`src/rtl/lkctl_pkg.sv`:
```
`timescale 1ns/1ps
package lkctl_pkg;

  typedef enum logic [1:0] {
    OP_CLR_FLAG = 2'd0,
    OP_SET_LOCK = 2'd1,
    OP_CLR_LOCK = 2'd2,
    OP_SET_LKDN = 2'd3
  } cmd_op_e;

  typedef struct packed {
    logic lock;
    logic lkdn;
    logic saved;
  } blk_st_t;

  localparam blk_st_t BLK_RESET = '{lock: 1'b1, lkdn: 1'b0, saved: 1'b1};

  // Effect of a write-protect edge on one block
  function automatic blk_st_t wp_apply(blk_st_t s, logic fall, logic rise);
    blk_st_t n;
    n = s;
    if (s.lkdn && fall) begin
      n.saved = s.lock;
      n.lock  = 1'b1;
    end else if (s.lkdn && rise) begin
      n.lock = s.saved;
    end
    return n;
  endfunction

  // Effect of a command on the addressed block (applied after the edge)
  function automatic blk_st_t cmd_apply(blk_st_t s, cmd_op_e op, logic wp_lvl);
    blk_st_t n;
    n = s;
    case (op)
      OP_SET_LOCK: begin
        n.lock = 1'b1;
        if (!wp_lvl) n.saved = 1'b1;
      end
      OP_CLR_LOCK: begin
        if (wp_lvl || !s.lkdn) n.lock = 1'b0;
      end
      OP_SET_LKDN: begin
        n.lkdn  = 1'b1;
        n.lock  = 1'b1;
        n.saved = 1'b1;
      end
      default: ;
    endcase
    return n;
  endfunction

endpackage

```
`src/rtl/lkctl_wp_edge.sv`:
```
`timescale 1ns/1ps
module lkctl_wp_edge (
  input  logic clk,
  input  logic rst_n,
  input  logic wp_n,
  output logic wp_fall,
  output logic wp_rise
);
  logic wp_q;

  always_ff @(posedge clk or negedge rst_n) begin
    if (!rst_n) wp_q <= 1'b1;
    else        wp_q <= wp_n;
  end

  assign wp_fall = wp_q & ~wp_n;
  assign wp_rise = ~wp_q & wp_n;
endmodule

```
`src/rtl/lkctl_cell.sv`:
```
`timescale 1ns/1ps
module lkctl_cell
  import lkctl_pkg::*;
(
  input  logic    clk,
  input  logic    rst_n,
  input  logic    wp_lvl,
  input  logic    wp_fall,
  input  logic    wp_rise,
  input  logic    cmd_hit,
  input  cmd_op_e cmd_op,
  output logic    lock,
  output logic    lkdn
);
  blk_st_t st_q, st_d;

  always_comb begin
    st_d = wp_apply(st_q, wp_fall, wp_rise);
    if (cmd_hit) st_d = cmd_apply(st_d, cmd_op, wp_lvl);
  end

  always_ff @(posedge clk or negedge rst_n) begin
    if (!rst_n) st_q <= BLK_RESET;
    else        st_q <= st_d;
  end

  assign lock = st_q.lock;
  assign lkdn = st_q.lkdn;
endmodule

```
`src/rtl/lkctl_status.sv`:
```
`timescale 1ns/1ps
module lkctl_status (
  input  logic clk,
  input  logic rst_n,
  input  logic viol,
  input  logic clr,
  output logic flag
);
  always_ff @(posedge clk or negedge rst_n) begin
    if (!rst_n)    flag <= 1'b0;
    else if (viol) flag <= 1'b1;
    else if (clr)  flag <= 1'b0;
  end
endmodule

```
`src/rtl/lkctl_top.sv`:
```
`timescale 1ns/1ps
module lkctl_top
  import lkctl_pkg::*;
#(
  parameter int NBLK = 6,
  parameter int IDXW = $clog2(NBLK)
) (
  input  logic            clk,
  input  logic            rst_n,
  input  logic            wp_n,
  input  logic            cmd_valid,
  input  logic [1:0]      cmd_op,
  input  logic [IDXW-1:0] cmd_idx,
  input  logic            op_valid,
  input  logic [IDXW-1:0] op_idx,
  output logic            op_allow,
  output logic            prot_flag,
  input  logic [IDXW-1:0] qry_idx,
  output logic            qry_lock,
  output logic            qry_lkdn
);
  logic [NBLK-1:0] lock_vec;
  logic [NBLK-1:0] lkdn_vec;
  logic [NBLK-1:0] cmd_hit;
  logic            wp_fall, wp_rise;
  logic            op_lock;
  logic            viol, flag_clr;
  cmd_op_e         op_e;

  assign op_e = cmd_op_e'(cmd_op);

  lkctl_wp_edge u_edge (
    .clk     (clk),
    .rst_n   (rst_n),
    .wp_n    (wp_n),
    .wp_fall (wp_fall),
    .wp_rise (wp_rise)
  );

  for (genvar gi = 0; gi < NBLK; gi++) begin : g_blk
    assign cmd_hit[gi] = cmd_valid && (cmd_idx == IDXW'(gi));
    lkctl_cell u_cell (
      .clk     (clk),
      .rst_n   (rst_n),
      .wp_lvl  (wp_n),
      .wp_fall (wp_fall),
      .wp_rise (wp_rise),
      .cmd_hit (cmd_hit[gi]),
      .cmd_op  (op_e),
      .lock    (lock_vec[gi]),
      .lkdn    (lkdn_vec[gi])
    );
  end

  // Out-of-range indexes read as locked, not locked down
  always_comb begin
    op_lock  = 1'b1;
    qry_lock = 1'b1;
    qry_lkdn = 1'b0;
    for (int i = 0; i < NBLK; i++) begin
      if (op_idx == IDXW'(i)) op_lock = lock_vec[i];
      if (qry_idx == IDXW'(i)) begin
        qry_lock = lock_vec[i];
        qry_lkdn = lkdn_vec[i];
      end
    end
  end

  assign op_allow = ~op_lock;
  assign viol     = op_valid && op_lock;
  assign flag_clr = cmd_valid && (op_e == OP_CLR_FLAG);

  lkctl_status u_status (
    .clk   (clk),
    .rst_n (rst_n),
    .viol  (viol),
    .clr   (flag_clr),
    .flag  (prot_flag)
  );
endmodule

```
`config.mk`:
```
export PLATFORM = sky130hd
export DESIGN_NAME = lkctl_top
export DESIGN_NICKNAME = d
export VERILOG_FILES = /design/src/rtl/lkctl_pkg.sv /design/src/rtl/lkctl_wp_edge.sv /design/src/rtl/lkctl_cell.sv /design/src/rtl/lkctl_status.sv /design/src/rtl/lkctl_top.sv
export SDC_FILE = /design/constraint.sdc
export NUM_CORES = 1
export LEC_CHECK = 0
export BUFFER_PORTS_ARGS = -buffer_cell sky130_fd_sc_hd__buf_2
export CORE_MARGIN = 2
export CORE_UTILIZATION = 30
export CTS_CLUSTER_SIZE = 30
export DETAILED_ROUTE_END_ITERATION = 7
export PLACE_DENSITY = 0.47
export SLEW_MARGIN = 20
export SYNTH_ARGS = -nofsm -noshare
export SYNTH_HDL_FRONTEND = slang
export SYNTH_SLANG_ARGS = --single-unit
```
`constraint.sdc`:
```
create_clock -name clk -period 2.2 [get_ports clk]
set_input_delay 0.44 -clock clk [delete_from_list [all_inputs] [get_ports clk]]
set_output_delay 0.44 -clock clk [all_outputs]
set_load 0.01 [all_outputs]
```
# After elaboration in Yosys (flattened, before gate mapping)
# Cells that the tools add are included.
dict set report classes {
  addsub 0
  mul 0
  div 0
  magnitude_cmp 0
  eq_ne 18
  shifts 0
  mux 74
  bitwise 5
  n_reduce_logical 44
}
# op count
set op_table {}
lappend op_table {{2-to-1 mux 1 bit} 56}
lappend op_table {{case mux 1 bit (2 select lines)} 12}
lappend op_table {{logical AND 1 bit} 20}
lappend op_table {{== test 3 x 2 -> 1 bit, second input constant} 6}
lappend op_table {{== test 3 bit, second input constant} 6}
lappend op_table {{2-to-1 mux 3 bit} 6}
lappend op_table {{AND reduction 2 bit} 6}
lappend op_table {{== test 3 x 1 -> 1 bit, second input constant} 3}
lappend op_table {{logical NOT 3 bit} 3}
lappend op_table {{logical NOT 1 bit} 6}
lappend op_table {{logical OR 1 bit} 6}
lappend op_table {{== test 2 bit, second input constant} 2}
lappend op_table {{NOT 1 bit} 3}
lappend op_table {{bitwise AND 1 bit} 2}
lappend op_table {{== test 2 x 1 -> 1 bit, second input constant} 1}
lappend op_table {{logical NOT 2 bit} 1}
lappend op_table {{nonzero test 2 bit} 1}
lappend op_table {{OR reduction 2 bit} 1}
dict set report word_totals {
  regBits 20
  latchBits 0
  ram_bits 0
  romBits 0
  in_bits 16
  out_inout_bits 4
  word_cells 161
  memories 0
}

# Logic depth before layout (Yosys ltp)
dict set report logic_depth {
  depth_word 9
  mapped_depth 5
  depth_no_buf 3
}

# Cells and area by module
# A second synthesis with hierarchy kept.
dict set report unflattened {
  hier_cells 119
  area_unflattened_um2 1247.4
}
# module instances cells_each area_each_um2 seq_area_each_um2
set by_module_without_submodules {}
lappend by_module_without_submodules {lkctl_cell 6 15 160.2 77.6}
lappend by_module_without_submodules {lkctl_top 1 23 209.0 0.0}
lappend by_module_without_submodules {lkctl_wp_edge 1 3 41.3 26.3}
lappend by_module_without_submodules {lkctl_status 1 3 36.3 25.0}

# Least setup slack after synthesis
# No wires, ideal clock.
dict set report synth_timing {
  path_type {in2out}
  from {input qry_idx[0]}
  to {output qry_lkdn}
  arrival_time_ns 1.191
  t_required_ns 1.760
  setup_slack_ns 0.569
  path_stages 2
  path_buffers 0
  path_cell_list {mux4_2 > mux2_2}
}
dict set report synth_via {
  elab_chain_cells 7
  word_cells_on_any_way 12
  cone_classes {eq/ne: 5; mux: 6; reduce/logical: 1}
}
# item line
set synth_rtl {}
lappend synth_rtl {{from (decl)} lkctl_top.sv:18} ;# input logic [IDXW-1:0] qry_idx,
lappend synth_rtl {{logical NOT 3 bit} lkctl_top.sv:62} ;# if (qry_idx == IDXW'(i)) begin
lappend synth_rtl {{2-to-1 mux 1 bit (5 in a row)} lkctl_top.sv:62}
lappend synth_rtl {{2-to-1 mux 1 bit *} lkctl_top.sv:62}
lappend synth_rtl {{to (decl)} lkctl_top.sv:20} ;# output logic qry_lkdn
# Mark *: on every way between the ends. The rest lies on a longest branch, timed or not.

# Worst setup path after layout
dict set report layout_timing {
  from {register g_blk[2].u_cell.st_q (netlist bit g_blk[2].u_cell.lkdn)}
  to {output qry_lkdn}
}
dict set report layout_via {
  elab_chain_cells 4
}
# item line
set layout_rtl {}
lappend layout_rtl {{from (decl)} lkctl_cell.sv:15} ;# blk_st_t st_q, st_d;
lappend layout_rtl {{from (signal assigned)} lkctl_cell.sv:24} ;# else st_q <= st_d;
lappend layout_rtl {{2-to-1 mux 1 bit (4 in a row)} lkctl_top.sv:62}
# Every way passes these cells.

==> results.sh <==
export IMPL_outcome="finished, final reports clean"
export IMPL_synth_commonest_cells="13 x dfstp_2, 11 x mux2i_1, 9 x nand3b_1"
export IMPL_critPathLaunchType="register"
export IMPL_routed_via_density=5.49
export IMPL_grt_pass1_vias=1124
export IMPL_setup_viol=0
export IMPL_multi_input_area_um2=757
export IMPL_clock_latency_ps=260
export IMPL_power_density_nw_per_um2=890
export IMPL_die_h_um=70.1
export IMPL_first_pass_iters=3
export IMPL_critPathSlowestCell="mux4_2"
export IMPL_dp_hpwl_um=2480
export IMPL_tightest_slew_ps=466
export IMPL_vias=1104
export IMPL_finalSetupTns_ps=0
export IMPL_rsz0062_at_grt="false"
export IMPL_maxSlewHeadroom_pct=69.0
export IMPL_die_area_um2=4920
export IMPL_period_minus_slack_ps=2050
export IMPL_synth_distinct_cells=33
export IMPL_critPathKind="register to output pin"
export IMPL_critical_path_arrival_ps=1610
export IMPL_gp_congestion=0.842
export IMPL_grt_use_total_pct=14.8
export IMPL_cts_hold_buf=0
export IMPL_wl_per_cell_um=16.6
export IMPL_detail_route_antenna_nets=0
export IMPL_nets=166
export IMPL_grt_overflow_total=0
export IMPL_wirelength_um=3350
export IMPL_cp_max_fo=6
export IMPL_cp_cell_sequence="mux4_2 > mux2_2 > buf_2"
export IMPL_post_cts_buffers=0
export IMPL_antenna_cells=0
export IMPL_synth_edff_count=0
export IMPL_p_leak_nw=0.606
export IMPL_drive_gt1_share_pct=29.5
export IMPL_crit_path_max_incr_delay_ps=490
export IMPL_endpoint_kind="output pin"
export IMPL_finalCritPeriodShare_pct=93.1
export IMPL_total_power_w=0.00134
export IMPL_core_area_um2=4290
export IMPL_io_buffers=19
export IMPL_clk_pin_slew_ps=80
export IMPL_syn_area_um2=1310
export IMPL_crit_family="multiplexers"
export IMPL_slew_violations=0
export IMPL_drc=0
export IMPL_crit_buf_inv=1
export IMPL_die_width_um=70.1
export IMPL_cts_buffers=3
export IMPL_cts_sinks=20
export IMPL_drv_cap=0
export IMPL_synth_top_area_share_pct=26.0
export IMPL_fmax_ghz=0.488
export IMPL_yosys_warnings=0
export IMPL_hp_class="input pin to asynchronous set/reset pin"
export IMPL_grt_max_degree=21
export IMPL_post_synth_top_count_cell="dfstp_2"
export IMPL_cts_buffer_depth=2
export IMPL_seqCellArea_um2=517
export IMPL_synth_ff_type="dfstp_2"
export IMPL_syn_inst=128
export IMPL_synth_nets=144
export IMPL_drt_iter0_markers=47
export IMPL_ir_worst_vdd_v=0.000209
export IMPL_yosysTopAreaCell="dfstp_2"
export IMPL_fin_skew_ps=7.67
export IMPL_post_cts_resized=0
export IMPL_initial_core_util_pct=30.6
export IMPL_synth_seq_area_share_pct=39.4
export IMPL_async_flop_share_pct=100
export IMPL_cts_htree_levels=1
export IMPL_synthTopCellsByArea="dfstp_2 26%, dfrtp_1 13%, mux2i_1 8.4%, nand3b_1 5.1%, a32o_1 3.8%"
export IMPL_whs_ps=120
export IMPL_cp_required_ps=1760
export IMPL_grt_antenna_before_repair=0
export IMPL_num_rows=24
export IMPL_hold_violations=0
export IMPL_tritoncts="yes"
export IMPL_num_io_pins=20
export IMPL_grt_pass1_wl_um=5770
export IMPL_syn_to_final_growth_pct=15.0
export IMPL_avgSynthCellArea_um2=10.3
export IMPL_nFillCells=454
export IMPL_root_buffer="clkbuf_8"
export IMPL_ys_ff_latch=20
power by group:
| group | total, W | switching [W] | internal (W) |
|---|---|---|---|
| clock network | 0.000252 | 0.000123 | 0.000129 |
| registers | 0.000713 | 0.000144 | 0.000569 |
| logic | 0.000378 | 0.000163 | 0.000214 |
| total | 0.00134 | 0.000430 | 0.000913 |
stage by stage:
step | utilization (%) | std cells | instance area [um2] | worst slack (ps)
after floorplan | - | 128 | 1310 | 569
after global placement | 34.1 | 197 | 1460 | 285
after detailed placement | 34.1 | 197 | 1460 | 247
after CTS | 35.1 | 201 | 1510 | 153
after global routing | 35.1 | 201 | 1510 | 107
final | 35.1 | 201 | 1510 | 151
layer usage:
layer,share of wire (%),track usage (%)
met5,0,0
met4,0.99,4.49
met3,4.4,2.45
met2,47,23.8
met1,47,20.6
worst reg2reg max path, delay by kind of cell (launching register included):
family          cells  cell delay [ps]
compound gates      2              280
flops               1              730
simple gates        1              220
logic make-up (layout without fill, tap and decap cells):
family,Yosys count,in the layout,synth area share [%]
simple gates,52,52,26.6
compound gates,34,34,18.1
mux,14,14,13.0
flops,20,20,39.4
buf+inv,8,29,2.95
state kept, by name (all words and copies together), names as in the netlist:
name	flops
u_edge.wp_q	1
g_blk.u_cell.st_q	6
u_status.flag	1
g_blk.u_cell.lock	6
g_blk.u_cell.lkdn	6
layout by cell type (no fill, tap or decap):
cell and instances:
a211oi_1 2, a21o_1 5, a31oi_1 1, and4b_1 2, nand4bb_1 1, a21oi_1 1, clkbuf_8 3, clkbuf_1 1
nor2b_1 8, and4bb_2 2, or2_4 1, a32o_1 5, and2b_2 1, inv_1 4, nor3b_1 5, mux2_2 1
nand2b_1 5, mux4_2 1, mux2i_1 11, mux4_1 1, dfrtp_1 7, o21ai_0 7, buf_2 19, a41o_1 1
nand3b_1 9, o221ai_1 1, nand2_1 5, buf_4 2, dfstp_2 13, o21bai_1 6, nand3_1 8, o21ai_1 5
nor2_1 4, nor4b_2 1
final cells by class:
class / instances / area share, %
inverter: 4 / 0.995
clock buffer: 4 / 2.99
sequential: 20 / 34.2
multi-input combinational: 100 / 50.2
tap: 52 / 4.31
timing repair buffer: 21 / 7.30
final timing paths:
kind,from,endpoint,slack [ps],cells past startpoint
max,g_blk[2].u_cell.lkdn,qry_lkdn,150,3
min,rst_n,u_status.flag,120,1
max reg2reg,u_edge.wp_q,g_blk[3].u_cell.lock,900,3
min reg2reg,g_blk[4].u_cell.st_q[0],g_blk[4].u_cell.st_q[0],580,2
max in group asynchronous,rst_n,g_blk[5].u_cell.lock,1720,1
min in group clk,wp_n,u_edge.wp_q,430,1
(Power assumes the default switching activity.)
